### config.mk
export PLATFORM = sky130hd
export DESIGN_NAME = serial_frame_tx
export DESIGN_NICKNAME = d
export VERILOG_FILES = /design/src/rtl/sftx_pkg.sv /design/src/rtl/sftx_baud_gen.sv /design/src/rtl/sftx_frame_pack.sv /design/src/rtl/sftx_shifter.sv /design/src/rtl/serial_frame_tx.sv
export SDC_FILE = /design/constraint.sdc
export NUM_CORES = 1
export LEC_CHECK = 0
export ABC_AREA = 0
export BUFFER_PORTS_ARGS = -buffer_cell sky130_fd_sc_hd__buf_2
export CORE_ASPECT_RATIO = 1.5
export CORE_MARGIN = 10
export CORE_UTILIZATION = 61
export DETAILED_ROUTE_END_ITERATION = 10
export PLACE_DENSITY_LB_ADDON = 0.12
export SLEW_MARGIN = 20
export SYNTH_ARGS = -nofsm -noshare
export SYNTH_HDL_FRONTEND = slang
export SYNTH_SLANG_ARGS = --single-unit
### constraint.sdc
create_clock -name clk -period 6.6 [get_ports clk]
set_input_delay 0.99 -clock clk [delete_from_list [all_inputs] [get_ports clk]]
set_output_delay 0.99 -clock clk [all_outputs]
set_load 0.02 [all_outputs]
### src/rtl/sftx_pkg.sv
// Shared types for the serial frame transmitter.
// Assumes nothing beyond a two-bit parity selector from the host.
package sftx_pkg;
    typedef enum logic [1:0] {
        PAR_NONE = 2'b00,
        PAR_EVEN = 2'b01,
        PAR_ODD  = 2'b10,
        PAR_RSVD = 2'b11
    } par_mode_e;
endpackage

### src/rtl/sftx_baud_gen.sv
// Bit-period tick generator: a prescaler makes a sample tick every
// (divisor+1) cycles, and an oversample counter makes one bit tick every
// 16 or 8 sample ticks. Counters are held at zero while run is low, so a
// frame starting from idle always gets a full first bit.
// Assumes divisor is stable while run is high.
module sftx_baud_gen #(
    parameter int DIV_W   = 12,
    parameter int OS_NORM = 16,
    parameter int OS_FAST = 8
) (
    input  logic             clk,
    input  logic             rst_n,
    input  logic             run,
    input  logic [DIV_W-1:0] divisor,
    input  logic             fast,
    output logic             baud_tick
);
    localparam int OS_W = $clog2(OS_NORM);

    logic [DIV_W-1:0] pre_cnt;
    logic [OS_W-1:0]  os_cnt;
    logic             sample_tick;
    logic             os_at_last;

    // Decode the end of a prescaler period and the end of a bit period.
    always_comb begin
        sample_tick = run && (pre_cnt == divisor);
        os_at_last  = fast ? (os_cnt == OS_W'(OS_FAST - 1))
                           : (os_cnt == OS_W'(OS_NORM - 1));
        baud_tick   = sample_tick && os_at_last;
    end

    // Advance the prescaler and the oversample counter while running.
    always_ff @(posedge clk) begin
        if (!rst_n || !run) begin
            pre_cnt <= '0;
            os_cnt  <= '0;
        end else begin
            pre_cnt <= sample_tick ? '0 : pre_cnt + 1'b1;
            if (sample_tick) begin
                os_cnt <= os_at_last ? '0 : os_cnt + 1'b1;
            end
        end
    end
endmodule

### src/rtl/sftx_frame_pack.sv
// Combinational frame builder. Bit 0 is the start bit, the data follows
// LSB first, then the optional parity bit; every position above these is 1,
// so the stop bits come out of the fill. Also returns the bit count.
// Assumes len_code is any value; it is clamped to DATA_MIN..DATA_MAX.
module sftx_frame_pack #(
    parameter int DATA_MIN  = 5,
    parameter int DATA_MAX  = 9,
    parameter int FRAME_MAX = DATA_MAX + 4,
    parameter int LEN_W     = $clog2(DATA_MAX + 1),
    parameter int CNT_W     = $clog2(FRAME_MAX + 1)
) (
    input  logic [DATA_MAX-1:0]  data,
    input  logic [LEN_W-1:0]     len_code,
    input  logic [1:0]           par_sel,
    input  logic                 two_stop,
    output logic [FRAME_MAX-1:0] frame,
    output logic [CNT_W-1:0]     bit_total
);
    import sftx_pkg::*;

    par_mode_e           mode;
    logic [LEN_W-1:0]    eff_len;
    logic [DATA_MAX-1:0] masked;
    logic                par_on;
    logic                par_bit;

    // Clamp the length, mask the data and work out the parity bit.
    always_comb begin
        mode = par_mode_e'(par_sel);
        if (len_code < LEN_W'(DATA_MIN))       eff_len = LEN_W'(DATA_MIN);
        else if (len_code > LEN_W'(DATA_MAX))  eff_len = LEN_W'(DATA_MAX);
        else                                   eff_len = len_code;
        for (int i = 0; i < DATA_MAX; i++) begin
            masked[i] = data[i] && (i < int'(eff_len));
        end
        par_on  = (mode == PAR_EVEN) || (mode == PAR_ODD);
        par_bit = (^masked) ^ (mode == PAR_ODD);
    end

    // Place the start, data and parity bits over an all-ones background.
    always_comb begin
        frame    = '1;
        frame[0] = 1'b0;
        for (int i = 0; i < DATA_MAX; i++) begin
            if (i < int'(eff_len)) frame[i + 1] = data[i];
        end
        for (int i = 1; i < FRAME_MAX; i++) begin
            if (par_on && (i == int'(eff_len) + 1)) frame[i] = par_bit;
        end
        bit_total = CNT_W'(eff_len) + CNT_W'(2) + CNT_W'(par_on) + CNT_W'(two_stop);
    end
endmodule

### src/rtl/sftx_shifter.sv
// Frame shifter: loads a prepared frame and shifts it out LSB first, one
// position per bit tick, filling with ones so the line rests high.
// Assumes load and a bit tick are meant together only on the last bit,
// where load wins and the next frame starts without a gap.
module sftx_shifter #(
    parameter int FRAME_MAX = 13,
    parameter int CNT_W     = 4
) (
    input  logic                 clk,
    input  logic                 rst_n,
    input  logic                 load,
    input  logic [FRAME_MAX-1:0] frame,
    input  logic [CNT_W-1:0]     bit_total,
    input  logic                 baud_tick,
    output logic                 busy,
    output logic                 last_bit,
    output logic                 txd
);
    logic [FRAME_MAX-1:0] shreg;
    logic [CNT_W-1:0]     bits_left;

    // Flag the final bit of the frame being shifted.
    always_comb begin
        last_bit = busy && (bits_left == CNT_W'(1));
        txd      = shreg[0];
    end

    // Load a frame, shift on each bit tick, return to idle after the last bit.
    always_ff @(posedge clk) begin
        if (!rst_n) begin
            shreg     <= '1;
            bits_left <= '0;
            busy      <= 1'b0;
        end else if (load) begin
            shreg     <= frame;
            bits_left <= bit_total;
            busy      <= 1'b1;
        end else if (busy && baud_tick) begin
            if (last_bit) begin
                shreg     <= '1;
                bits_left <= '0;
                busy      <= 1'b0;
            end else begin
                shreg     <= {1'b1, shreg[FRAME_MAX-1:1]};
                bits_left <= bits_left - 1'b1;
            end
        end
    end
endmodule

### src/rtl/serial_frame_tx.sv
// Configurable asynchronous serial transmitter: a one-word holding
// register feeds a frame shifter that is timed by a divisor-based bit
// tick generator. Reports buffer-empty and transmit-complete.
// Assumes the cfg_* inputs are held steady while a frame is shifting.
module serial_frame_tx #(
    parameter int DIV_W    = 12,
    parameter int DATA_MIN = 5,
    parameter int DATA_MAX = 9,
    parameter int OS_NORM  = 16,
    parameter int OS_FAST  = 8,
    localparam int FRAME_MAX = DATA_MAX + 4,
    localparam int LEN_W     = $clog2(DATA_MAX + 1),
    localparam int CNT_W     = $clog2(FRAME_MAX + 1)
) (
    input  logic                clk,
    input  logic                rst_n,
    input  logic [DIV_W-1:0]    cfg_divisor,
    input  logic                cfg_double,
    input  logic [LEN_W-1:0]    cfg_data_len,
    input  logic [1:0]          cfg_parity,
    input  logic                cfg_two_stop,
    input  logic                wr_en,
    input  logic [DATA_MAX-1:0] wr_data,
    output logic                txd,
    output logic                buf_empty,
    output logic                tx_done
);
    logic [DATA_MAX-1:0]  hold_data;
    logic                 hold_full;
    logic                 done_q;
    logic                 busy;
    logic                 last_bit;
    logic                 baud_tick;
    logic                 wr_accept;
    logic                 load;
    logic                 end_idle;
    logic [FRAME_MAX-1:0] frame;
    logic [CNT_W-1:0]     bit_total;

    // Decide when a write is taken, when the shifter loads, and idle ends.
    always_comb begin
        wr_accept = wr_en && !hold_full;
        load      = hold_full && (!busy || (baud_tick && last_bit));
        end_idle  = baud_tick && last_bit && !hold_full;
        buf_empty = !hold_full;
        tx_done   = done_q;
    end

    // Holding register: fill on an accepted write, empty on a shifter load.
    always_ff @(posedge clk) begin
        if (!rst_n) begin
            hold_data <= '0;
            hold_full <= 1'b0;
        end else if (wr_accept) begin
            hold_data <= wr_data;
            hold_full <= 1'b1;
        end else if (load) begin
            hold_full <= 1'b0;
        end
    end

    // Transmit-complete flag: set when the line goes idle, clear on a write.
    always_ff @(posedge clk) begin
        if (!rst_n)          done_q <= 1'b0;
        else if (wr_accept)  done_q <= 1'b0;
        else if (end_idle)   done_q <= 1'b1;
    end

    sftx_baud_gen #(
        .DIV_W   (DIV_W),
        .OS_NORM (OS_NORM),
        .OS_FAST (OS_FAST)
    ) baud_i (
        .clk       (clk),
        .rst_n     (rst_n),
        .run       (busy),
        .divisor   (cfg_divisor),
        .fast      (cfg_double),
        .baud_tick (baud_tick)
    );

    sftx_frame_pack #(
        .DATA_MIN  (DATA_MIN),
        .DATA_MAX  (DATA_MAX),
        .FRAME_MAX (FRAME_MAX),
        .LEN_W     (LEN_W),
        .CNT_W     (CNT_W)
    ) pack_i (
        .data      (hold_data),
        .len_code  (cfg_data_len),
        .par_sel   (cfg_parity),
        .two_stop  (cfg_two_stop),
        .frame     (frame),
        .bit_total (bit_total)
    );

    sftx_shifter #(
        .FRAME_MAX (FRAME_MAX),
        .CNT_W     (CNT_W)
    ) shift_i (
        .clk       (clk),
        .rst_n     (rst_n),
        .load      (load),
        .frame     (frame),
        .bit_total (bit_total),
        .baud_tick (baud_tick),
        .busy      (busy),
        .last_bit  (last_bit),
        .txd       (txd)
    );
endmodule

Word-level counts from Yosys, hierarchy flattened
Cells that the tools add are included.
{"block": "word_totals", "register_bits": 45, "in_bits": 32, "output_inout_bits": 3, "wordCells": 124}
{"block": "classes", "add_sub_neg": 7, "magnitude_cmp": 11, "eq_ne": 18, "muxes": 36, "bitwise": 2, "n_reduce_logical": 42}
{"cell": "== test 5 x 32 -> 1 bit, first input constant", "n": 5}
{"cell": "== test 4 x 32 -> 1 bit, first input constant", "n": 4}
{"cell": "== test 3 x 32 -> 1 bit, first input constant", "n": 2}
{"cell": "== test 2 x 32 -> 1 bit, first input constant", "n": 1}
{"cell": "logical AND 1 bit", "n": 29}
{"cell": "2-to-1 mux 1 bit", "n": 27}
{"cell": "2-to-1 mux 13 bit", "n": 2}
{"cell": "2-to-1 mux 4 bit", "n": 6}
{"cell": "< comparator 3 x 4 -> 1 bit, first input constant", "n": 4}
{"cell": "adder 12 x 1 -> 12 bit, second input constant", "n": 1}
{"cell": "== test 12 bit", "n": 1}
{"cell": "2-to-1 mux 12 bit", "n": 1}
{"cell": "XOR reduction 9 bit", "n": 1}
{"cell": "adder 4 x 1 -> 4 bit", "n": 2}
{"cell": "< comparator 1 x 4 -> 1 bit, first input constant", "n": 2}
{"cell": "< comparator 2 x 4 -> 1 bit, first input constant", "n": 2}
{"cell": "nonzero test 2 bit", "n": 3}
{"cell": "adder 4 x 1 -> 5 bit, second input constant", "n": 1}
{"cell": "adder 4 x 1 -> 4 bit, second input constant", "n": 1}
{"cell": "adder 4 x 2 -> 4 bit, second input constant", "n": 1}
{"cell": "== test 4 x 1 -> 1 bit, second input constant", "n": 1}
{"cell": "== test 4 x 3 -> 1 bit, second input constant", "n": 1}
{"cell": "== test 4 bit, second input constant", "n": 1}
{"cell": "greater-than comparator 4 bit, second input constant", "n": 1}
{"cell": "other kinds (11)", "n": 16}

Depth between registers and ports, before layout
Gate-level depths: netlist (run 1).
{"block": "logic_depth", "word_depth": 9, "depth_mapped": 11, "ltp_nobuf": 10}

Hierarchy
Synthesis (run 1) repeated with hierarchy kept, for this count alone.
{"block": "unflattened", "cells_unflattened": 292, "hier_area_um2": 2518.7}
{"module": "sftx_shifter", "instances": 1, "cells_per_inst": 96, "area_each_um2": 843.3, "seq_area_each_um2": 360.3}
{"module": "sftx_baud_gen", "instances": 1, "cells_per_inst": 98, "area_each_um2": 839.6, "seq_area_each_um2": 320.3}
{"module": "serial_frame_tx", "instances": 1, "cells_per_inst": 50, "area_each_um2": 466.7, "seq_area_each_um2": 220.2}
{"module": "sftx_frame_pack", "instances": 1, "cells_per_inst": 48, "area_each_um2": 369.1, "seq_area_each_um2": 0.0}

Least setup slack after synthesis (run 1)
Ideal clock, no wire load.
{"block": "synth_timing", "path_kind": "in2reg", "start": "input port cfg_data_len[3]", "end": "register shift_i.bits_left[2]", "setup_time_ns": 0.058, "arrival_ns": 2.948, "slack_ns": 3.594, "cell_stages": 11, "path_buffers": 1, "path_cell_list": "clkbuf_1 > inv_1 > or3_1 > a21o_1 > fa_1 > inv_1 > ha_1 > xor2_1 > a21oi_1 > a211oi_1 > o21a_1"}
{"block": "synth_between", "elab_chain_len": 7, "word_cells_on_any_way": 8, "classes_between": "3 x add/sub; 2 x order compare; 3 x mux"}
{"element": "start, declared", "line_no": "serial_frame_tx.sv:19", "rtl": "input logic [LEN_W-1:0] cfg_data_len,"}
{"element": "greater-than comparator 4 bit", "line_no": "sftx_frame_pack.sv:31", "rtl": "else if (len_code > LEN_W'(DATA_MAX)) eff_len = LEN_W'(DATA_MAX);"}
{"element": "2-to-1 mux 4 bit", "line_no": "sftx_frame_pack.sv:31"}
{"element": "2-to-1 mux 4 bit (*)", "line_no": "sftx_frame_pack.sv:30", "rtl": "if (len_code < LEN_W'(DATA_MIN)) eff_len = LEN_W'(DATA_MIN);"}
{"element": "adder 4 x 2 -> 4 bit (*)", "line_no": "sftx_frame_pack.sv:50", "rtl": "bit_total = CNT_W'(eff_len) + CNT_W'(2) + CNT_W'(par_on) + CNT_W'(two_stop);"}
{"element": "adder 4 x 1 -> 4 bit (*) (2 in a row)", "line_no": "sftx_frame_pack.sv:50"}
{"element": "2-to-1 mux 4 bit (*)", "line_no": "sftx_shifter.sv:34", "rtl": "end else if (load) begin"}
{"element": "end signal, assigned", "line_no": "sftx_shifter.sv:36", "rtl": "bits_left <= bit_total;"}
{"element": "end signal, assigned", "line_no": "sftx_shifter.sv:45", "rtl": "bits_left <= bits_left - 1'b1;"}
{"element": "end, declared", "line_no": "sftx_shifter.sv:20", "rtl": "logic [CNT_W-1:0] bits_left;"}
Mark *: on every way between the ends. The rest lies on a longest branch, timed or not.
A chain may end at the register's enable or synchronous reset.

Final worst setup path (run 1)
{"block": "layout_timing", "start": "input port cfg_data_len[3]", "end": "register shift_i.bits_left[1]"}
The elaborated chain is that of the path after synthesis.

==> results of run 1 <==
==> critical path: cells and delay by family <==
family,cells,cell delay [ps]
fa+ha+maj,2,600
compound gates,4,590
buf+inv,4,440
simple gates,1,380
==> worst max-delay path by stage <==
stage	to	slack, ps	from	depth (start not counted)
2_1_floorplan	shift_i.bits_left[2]	3590	cfg_data_len[3]	11
3_5_place_dp	shift_i.bits_left[1]	3530	cfg_data_len[3]	11
3_3_place_gp	shift_i.bits_left[1]	3540	cfg_data_len[3]	11
4_1_cts	shift_i.bits_left[1]	3830	cfg_data_len[3]	11
5_1_grt	shift_i.bits_left[2]	3710	cfg_data_len[3]	11
6_report	shift_i.bits_left[1]	3820	cfg_data_len[3]	11
==> kinds of logic (layout without fill, tap and decap cells) <==
kind of cell / after synthesis / after routing / synth area share
muxes: 3 / 3 / 0.0120
DFF: 45 / 45 / 0.361
AOI/OAI and AO/OA: 72 / 72 / 0.190
adders and majority gates: 7 / 7 / 0.0381
xor gates and xnor gates: 36 / 36 / 0.132
buffers and inverters: 24 / 55 / 0.0406
and+or+nand+nor: 119 / 119 / 0.227
==> registers in the layout (all words and copies together) (netlist names) <==
name	flops
hold_data	9
shift_i.busy	1
baud_i.pre_cnt	12
shift_i.shreg	13
tx_done	1
shift_i.bits_left	4
hold_full	1
baud_i.os_cnt	4
==> power by group through the flow <==
stage	logic, uW	registers, uW	clock network (uW)
CTS	102	292	196
global route	113	294	208
floorplan	76.8	294	0
finish	102	292	193
detailed placement	101	298	0
global placement	99.7	298	0
==> stage by stage <==
stage	util	instance area, sq um	hold slack, ps	power (uW)	cells
floorplan	-	2490	417	371	306
global placement	0.674	2670	432	398	374
detailed placement	0.674	2670	441	399	374
CTS	0.701	2770	464	589	382
global route	0.701	2770	509	614	382
finish	0.701	2770	473	587	382
==> layout by cell type, fill, tap and decap left out, types with 2 or more instances in the layout <==
cell type	synthesis	final
a211oi_1	3	3
o211a_1	5	5
buf_2	3	34
o211ai_1	2	2
nor2_1	41	41
or3_1	5	5
a31oi_1	2	2
nor2b_1	4	4
and3_1	5	5
nand2_1	35	35
o22ai_1	8	8
a22oi_1	2	2
a21oi_1	22	22
dfxtp_1	45	45
nor3_1	6	6
ha_1	6	6
nand4_1	4	4
clkbuf_8	0	7
and3b_1	2	2
inv_1	11	11
nand3_1	7	7
a211o_1	2	2
a32oi_1	2	2
nor3b_1	2	2
o21ai_0	8	8
o21ai_1	7	7
mux2i_1	3	3
xor2_1	9	9
o21a_1	2	2
xnor2_1	26	26
==> layout make-up <==
type	instances	area, sq um	area share
inverters	13	48.8	0.0176
repair buffers	34	170	0.0613
clock buffers	7	96.3	0.0347
well taps	45	56.3	0.0203
flip-flops and latches	45	901	0.325
clock inverters	1	8.76	0.00316
multi-input cells	237	1490	0.538
==> metal layers <==
metal	routed length (um)	vias up
li1	-	1120
met1	2420	1023
met2	2930	65
met3	299	11
met4	102	0
met5	0	-
==> summary.md, run 1 <==
| Metric | Value |
|---|---|
| Sequential-to-total area share from yosys stat | 0.361 |
| Place WS | 3530 ps |
| Syn Nets | 345 |
| Post-synth ARST share | 0 |
| Internal power | 424 uW |
| Fraction of layout cells with a size suffix above 1 | 0.145 |
| Num ports | 35 |
| Top FF cell, synth | dfxtp_1 |
| DR WL/cell | ~15 um |
| Dominant cell type by area after synthesis | dfxtp_1 |
| Vias in the first global route | 2,180 |
| Peak VDD IR | 153 uV |
| Synth top area share | 0.361 |
| Clock latency on the worst-skew pair | about 310 ps |
| # diodes | 0 |
| WHS Path Cells | 1 |
| Post-CTS Resized | 0 |
| Seq pwr share | 0.498 |
| Total number of yosys warnings | 0 |
| Antenna Nets Post-Route | 0 |
| Dominant cells by area after synthesis | dfxtp_1 36%, xnor2_1 9.1%, nor2_1 6.2% |
| First-pass GRT wire length | 9600 um |
| Post-CTS Hold Buffers | 0 |
| CTS sink cnt | 45 |
| Vias per inst | 5.81 |
| CP Data Required Time | between 6000 and 7000 ps |
| DP Wirelength | 4340 um |
| Drt pass-1 iters | 4 |
| Worst R2R Path Depth | 6 |
| EDFF count, synth | 0 |
| RR Endpoint | shift_i.shreg[6] |
| Outcome | completed |
| Layout Nets | 375 |
| Core region area | 3960 sq um |
| Busiest grt layer | met2 |
| Setup TNS | 0 ps |
| Pwr dens | around 210 nW/um^2 |
| Total GRT Usage | 0.162 |
| Filler cell count | 367 |
| Synth unique cells | 50 |
| Synth top cells by count | 45 x dfxtp_1, 41 x nor2_1, 35 x nand2_1, 26 x xnor2_1, 22 x a21oi_1 |
| Initial antenna violation count | 0 |
| Element type at the critical path end | flip-flop |
| First DRT Iteration DRCs | about 170 |
| Clock Skews | approximately 12 ps |
| Hold EP | shift_i.shreg[12] |
| WL final | between 5000 and 6000 um |
| H-Tree Depth | 2 |
| Ratio of final minimum period to clock period | 0.421 |
| CTS Buffer Depth | 2 |
| Residual DRC | 0 |
| Worst-Margin Slew | 881 ps |
| FMAX | between 0.3 and 0.4 GHz |
| Largest net degree at the start of global routing | 18 |
| Max-cap viol count | 0 |
| CTS tree | built |
| Minimum clock period | approximately 2800 ps |
| Critical path class | primary input to flip-flop |
| RePlAce Congestion | around 0.88 |
| Register bit total from synthesis | 45 |
| Initial Util | 0.630 |
| Root Buffer | clkbuf_8 |
| Worst path max stage delay | 380 ps |
| Die Y | 98.3 um |
| Slew Limit Fails | 0 |
| Sw Share | 0.277 |
| Cell area after synthesis | ~2500 sq um |
| Comb power frac | 0.173 |
| Sw Pwr | 163 uW |
| Area grow syn2layout | 11.2% |
| Hold Crit Class | flip-flop to flip-flop |
| Grt met1 use | 0.171 |
| Endpoints failing setup | 0 |
| Clock power frac | 0.329 |
| Mapped Avg Cell Area | ~8 sq um |
| Hold_sp | shift_i.shreg[12] |
| Reg2reg setup slack | 4300 ps |
| WP data arrival | approximately 3000 ps |
| CP cell instances | buf_2 > inv_1 > or3_1 > a21o_1 > fa_1 > inv_1 > ha_1 > inv_1 > a31oi_1 > a2bb2oi_1 > a21oi_1 |
| Met3 usage | 0.0496 |
| Startpoint Class | primary input |
| Top-count cell post-synth | dfxtp_1 |
| Slew headroom | 0.408 |
| Overflow after GRT | 0 |
| Worst R2R Start | baud_i.pre_cnt[2] |
| IO Port Bufs | 34 |
| Crit-path max FO | 8 |
| Setup Fix Bufs, Post-CTS | 0 |
| Vias | roughly 2,200 |
| RSZ-0062 raised after global routing | no |
| Die W | between 70 and 80 um |
| Slowest CP cell | or3_1 |
| Row Count | 28 |
| Post-synthesis cell count | around 310 |
| P_leak | ~0.0011 uW |
| Clock input transition at the sequential cells of the worst setup and hold paths | about 80 ps |
| Final hold viol count | 0 |
| GRT met2 Usage | 0.286 |
| CP dominant cell by count | inv_1 |
| Final worst slack | 3820 ps |
| DIE AREA | between 7000 and 8000 sq um |
| Total CTS buffers | 5 |
No activity file was read; power rests on OpenSTA's default activity.
==> inputs of run 2 (changes only) <==
--- a/config.mk
+++ b/config.mk
@@ -5,11 +5,11 @@
 export SDC_FILE = /design/constraint.sdc
 export NUM_CORES = 1
 export LEC_CHECK = 0
-export ABC_AREA = 0
+export ABC_AREA = 1
 export BUFFER_PORTS_ARGS = -buffer_cell sky130_fd_sc_hd__buf_2
 export CORE_ASPECT_RATIO = 1.5
 export CORE_MARGIN = 10
-export CORE_UTILIZATION = 61
+export CORE_UTILIZATION = 52
 export DETAILED_ROUTE_END_ITERATION = 10
 export PLACE_DENSITY_LB_ADDON = 0.12
 export SLEW_MARGIN = 20
==> constraint.sdc (replaced) <==
create_clock -name clk -period 2.36 [get_ports clk]
set_input_delay 0.354 -clock clk [delete_from_list [all_inputs] [get_ports clk]]
set_output_delay 0.354 -clock clk [all_outputs]
set_load 0.02 [all_outputs]
==> run 2 against run 1 <==
Worst hold slack worse by 170 ps. Die area grew 20%. Clock power grew to 2.7 times the previous value.
==> summary.md, run 2 <==
| Metric | Value |
|---|---|
| Post-synthesis cell count | just under 400 |
| Num ports | 35 |
| Ratio of final minimum period to clock period | 0.736 |
| Clock input transition at the sequential cells of the worst setup and hold paths | 80 ps |
| Slew headroom | 0.656 |
| Total GRT Usage | 0.139 |
| Total CTS buffers | 5 |
| Top-count cell post-synth | nand2_1 |
| First DRT Iteration DRCs | between 50 and 60 |
| DR WL/cell | 11.2 um |
| Layout Nets | 466 |
| Register bit total from synthesis | 45 |
| FMAX | ~0.58 GHz |
| Outcome | completed |
| EDFF count, synth | 0 |
| Drt pass-1 iters | 4 |
| Row Count | 32 |
| Top reg by flops | shift_i.shreg |
| H-Tree Depth | 2 |
| GRT met2 Usage | 0.258 |
| Placed inst area | 2880 sq um |
| Clock latency on the worst-skew pair | 300 ps |
| Largest net degree at the start of global routing | 30 |
| CTS Buffer Depth | 2 |
| Minimum clock period | 1740 ps |
| Largest registers | shift_i.shreg x13, baud_i.pre_cnt x12, hold_data x9 |
| Top FF cell, synth | dfxtp_1 |
| Vias | 2,373 |
| Most frequent cells in the layout | 83 x nand2_1, 58 x nor2_1, 51 x inv_1 |
| Most common cell after layout, fill and taps aside | nand2_1 |
| DP Wirelength | 4300 um |
| Endpoints failing setup | 0 |
| Initial antenna violation count | 0 |
| Cell area after synthesis | 2700 sq um |
| Clock Skews | ~9.5 ps |
| RePlAce Congestion | slightly above 0.8 |
| # diodes | 0 |
| Area grow syn2layout | 10.6% |
| Met3 usage | 0.0299 |
| P_leak | 0.00147 uW |
| Fraction of layout cells with a size suffix above 1 | 0.180 |
| Slew Limit Fails | 0 |
| Sequential-to-total area share from yosys stat | 0.334 |
| Antenna Nets Post-Route | 0 |
| IO Port Bufs | 34 |
| Peak VDD IR | 361 uV |
| Element type at the critical path end | flip-flop |
| Worst-Margin Slew | 514 ps |
| Startpoint Class | flip-flop |
| Busiest grt layer | met2 |
| Dominant cells by area after synthesis | dfxtp_1 33%, nand2_1 12%, nor2_1 8.1% |
| Fin Hold WS | a little over 300 ps |
| Vias in the first global route | 2,352 |
| Die Y | 108 um |
| Vias per inst | 4.78 |
| Hold Crit Class | primary input to flip-flop |
| RSZ-0062 raised after global routing | no |
| CTS sink cnt | 45 |
| Total number of yosys warnings | 0 |
| Syn Nets | 434 |
| Post-synth ARST share | 0 |
| Fin area | 2990 sq um |
| Max reg flops | 13 |
| Multi-input gate area | 1490 sq um |
| Pwr dens | approximately 570 nW/um^2 |
| Initial Util | 0.531 |
| Reg area | 901 sq um |
| WL final | 5540 um |
| Filler cell count | 535 |
| CTS tree | built |
| Setup TNS | 0 ps |
| Max-cap viol count | 0 |
| Core region area | around 5100 sq um |
| Residual DRC | 0 |
| CP Data Required Time | 2550 ps |
| Final hold viol count | 0 |
| Critical path class | flip-flop to flip-flop |
| Root Buffer | clkbuf_8 |
| Die W | 78.8 um |
| Synth top cells by count | 83 x nand2_1, 58 x nor2_1, 51 x inv_1, 45 x dfxtp_1, 24 x nand3_1 |
| Grt met1 use | 0.151 |
| Mapped Avg Cell Area | 6.84 sq um |
| Setup Fix Bufs, Post-CTS | 0 |
| Post-CTS Resized | 0 |
| First-pass GRT wire length | between 9000 and 10,000 um |
| DIE AREA | 8530 sq um |
| Crit-path max FO | 18 |
| Synth top area share | 0.334 |
| Dominant cell type by area after synthesis | dfxtp_1 |
| WP data arrival | between 1500 and 2000 ps |
| Synth unique cells | 38 |
| Overflow after GRT | 0 |
| Post-CTS Hold Buffers | 0 |
[run 2: area by class of cell]
class	count	share of cell area
clock buffer	7	0.0323
clock inverter	1	0.00168
inverter	61	0.0784
multi-input combinational	279	0.498
sequential	45	0.302
tap	68	0.0285
timing repair buffer	35	0.0595
[run 2: final timing paths]
kind,start,end,slack [ps],cells past startpoint
max,baud_i.pre_cnt[1],shift_i.shreg[6],620,15
min,wr_data[5],hold_data[5],310,3
max reg2reg,baud_i.pre_cnt[1],shift_i.shreg[6],620,15
min reg2reg,shift_i.shreg[12],shift_i.shreg[12],440,2
[run 2: layer usage]
layer / wire [um] / part of all wire
met1: 2410 / 0.44
met4: 96 / 0.017
met2: 2810 / 0.51
met3: 221 / 0.040
met5: 0 / 0
[run 2: metrics by stage]
stage	power, uW	util	setup WS (ps)	std cells
floorplan	1130	-	505	395
global placement	1200	0.567	424	488
detailed placement	1210	0.567	319	488
CTS	1730	0.587	593	496
global route	1830	0.587	369	496
finish	1710	0.587	623	496
[run 2: power breakdown]
group          internal (uW)  switching [uW]  total [uW]
clock                    265             261         526
combinational            135             212         347
sequential               803            38.3         841
total                   1200             511        1710
[run 2: kinds of logic after synthesis]
logic type	count (synthesis)	synth area share
XOR/XNOR	16	0.0519
buffers and inverters	71	0.116
flip-flops	45	0.334
AO/OA/AOI/OAI	60	0.128
AND/OR/NAND/NOR	196	0.335
adder cells (fa/ha/maj)	7	0.0352
[run 2: worst max-delay path, cell delays in order (launching register included)]
cell	delay, ps
dfxtp_1	410
inv_1	60
nand2_1	50
nand2_1	40
nor2_1	90
nand2_1	110
nor2_4	160
nand2_4	90
inv_4	70
nand2_4	60
nand2_8	130
inv_4	130
nand2_1	80
nand2_1	40
inv_1	50
nand2_1	40
==> inputs of run 3 (changes only) <==
--- a/config.mk
+++ b/config.mk
@@ -9,7 +9,7 @@
 export BUFFER_PORTS_ARGS = -buffer_cell sky130_fd_sc_hd__buf_2
 export CORE_ASPECT_RATIO = 1.5
 export CORE_MARGIN = 10
-export CORE_UTILIZATION = 52
+export CORE_UTILIZATION = 58
 export DETAILED_ROUTE_END_ITERATION = 10
 export PLACE_DENSITY_LB_ADDON = 0.12
 export SLEW_MARGIN = 20
==> constraint.sdc (replaced) <==
create_clock -name clk -period 1.7 [get_ports clk]
set_input_delay 0.255 -clock clk [delete_from_list [all_inputs] [get_ports clk]]
set_output_delay 0.255 -clock clk [all_outputs]
set_load 0.02 [all_outputs]
==> run 3 against run 2 <==
Via count increased by 8.0%. Cell count increased by 1.4%. Worst hold slack got worse by 110 ps. First-iteration DRC count increased by 41%. Clock power increased by 28%.
==> summary.md, run 3 (synthesis results as in run 2) <==
| Metric | Value |
|---|---|
| Final worst slack | 80.5 ps |
| Hold Crit Class | primary input to flip-flop |
| RSZ-0062 raised after global routing | yes |
| Crit-path max FO | 6 |
| Most frequent cells in the layout | 77 x nand2_1, 55 x nor2_1, 50 x inv_1 |
| Clock Skews | between 5 and 6 ps |
| P_leak | 0.00161 uW |
| Largest net degree at the start of global routing | 30 |
| Crit. path cell count | 10 |
| Worst R2R Start | baud_i.os_cnt[1] |
| RR Endpoint | shift_i.bits_left[1] |
| Max reg flops | 13 |
| Layout Nets | 493 |
| Final hold viol count | 0 |
| Endpoints failing setup | 0 |
| Max-cap viol count | 0 |
| Clock latency on the worst-skew pair | roughly 300 ps |
| Non-filler cells, final | 503 |
| WHS Path Cells | 3 |
| Overflow after GRT | 0 |
| Top reg by flops | shift_i.shreg |
| Worst R2R Path Depth | 10 |
| H-Tree Depth | 2 |
| Fraction of layout cells with a size suffix above 1 | 0.299 |
| Place WS | -98.2 ps |
| Total GRT Usage | 0.156 |
| IO Port Bufs | 34 |
| CP Data Required Time | 1910 ps |
| Fin Hold WS | 200 ps |
| Peak VDD IR | ~620 uV |
| CTS Buffer Depth | 2 |
| WP data arrival | around 1800 ps |
| Row Count | 30 |
| Outcome | completed |
| Worst-Margin Slew | around 280 ps |
| Inst Count DP | 487 |
| Vias per inst | just over 5 |
| DIE AREA | just under 8000 sq um |
| CTS sink cnt | between 40 and 50 |
| DP Wirelength | approximately 4600 um |
| Worst path top cell family by delay | simple AND/OR/NAND/NOR gates |
| Element type at the critical path end | flip-flop |
| CP cell instances | ha_1 > inv_1 > nor3_4 > buf_4 > nand2_8 > nand2_8 > buf_6 > nand3_1 > nand2_1 > inv_1 |
| Clock input transition at the sequential cells of the worst setup and hold paths | approximately 90 ps |
| Minimum clock period | 1620 ps |
| Setup TNS | 0 ps |
| Residual DRC | 0 |
| # diodes | 0 |
| DR WL/cell | about 12 um |
| Antenna Nets Post-Route | 0 |
| Critical path class | flip-flop to flip-flop |
| Reg2reg setup slack | 80 ps |
| Total CTS buffers | 5 |
| Vias | 2,563 |
| Largest registers | shift_i.shreg x13, baud_i.pre_cnt x12, hold_data x9 |
| Startpoint Class | flip-flop |
| Num ports | 35 |
| Slew Limit Fails | 0 |
| FMAX | 0.617 GHz |
| Hold_sp | wr_data[7] |
| Initial Util | 0.599 |
| Initial antenna violation count | 0 |
| Pwr dens | 732 nW/um^2 |
| Area grow syn2layout | 22.0% |
| Slew headroom | 0.813 |
| Vias in the first global route | between 2,000 and 2,500 |
| Ratio of final minimum period to clock period | 0.953 |
| CTS tree | built |
| First-pass GRT wire length | 10,200 um |
| Core region area | roughly 4500 sq um |
| Hold EP | hold_data[7] |
| Drt pass-1 iters | 4 |
| Slowest CP cell | dfxtp_1 |
| WL final | 6140 um |
| Die W | 75.7 um |
| Root Buffer | clkbuf_8 |
| Most common cell after layout, fill and taps aside | nand2_1 |
| RePlAce Congestion | 0.856 |
| First DRT Iteration DRCs | slightly above 70 |
| Die Y | 104 um |
| CP bufs+invs | 4 |
| Worst path max stage delay | 370 ps |
==> run 3: timing repair <==
item,in CTS,in global routing
setup buffers,0,7
pin swaps,0,12
endpoints found under the setup margin,12,32
gates cloned,0,1
resized for setup,1,44
hold buffers,0,0
==> run 3: stage by stage <==
stage	cell area [sq um]	utilization	total power [uW]
final	3290	0.731	2410
after global routing	3290	0.731	2560
after CTS	3110	0.691	2400
after detailed placement	3020	0.670	1730
after global placement	3020	0.670	1710
after floorplan	2710	-	1580
==> run 3: area by class of cell <==
| cell class | instances | area (sq um) |
|---|---|---|
| Tap cell | 48 | 60.1 |
| Clock inverter | 3 | 21.3 |
| Inverter | 61 | 246 |
| Fill cell | 406 | 1210 |
| Clock buffer | 5 | 68.8 |
| Multi-Input combinational cell | 280 | 1580 |
| Sequential cell | 45 | 930 |
| Timing Repair Buffer | 61 | 389 |
==> run 3: worst register-to-register path, delay by kind of cell, from the launching register on <==
kind / cells / cell delay, ps
AND/OR/NAND/NOR: 5 / 580
buffers and inverters: 4 / 410
flip-flops: 1 / 370
adder cells (fa/ha/maj): 1 / 160
==> run 3: per-layer routing <==
| metal | wire, um | part of all wire | GRT usage | vias up |
|---|---|---|---|---|
| li1 | - | - | - | 1354 |
| met5 | 0 | 0 | 0 | - |
| met1 | 2430 | 0.40 | 0.165 | 1133 |
| met2 | 3310 | 0.54 | 0.280 | 58 |
| met4 | 158 | 0.026 | 0.0600 | 0 |
| met3 | 243 | 0.040 | 0.0344 | 18 |
==> run 3: worst max-delay path by stage <==
stage	start	endpoint
finish	baud_i.os_cnt[1]	shift_i.bits_left[1]
floorplan	cfg_data_len[3]	shift_i.bits_left[1]
detailed placement	cfg_data_len[2]	shift_i.bits_left[1]
CTS	baud_i.pre_cnt[1]	shift_i.bits_left[3]
global route	baud_i.pre_cnt[1]	shift_i.bits_left[1]
global placement	cfg_parity[0]	shift_i.bits_left[1]
==> run 3: power by group <==
group	internal (uW)	switching, uW
registers	1110	56.0
logic	240	329
clock network	292	383
total	1640	768
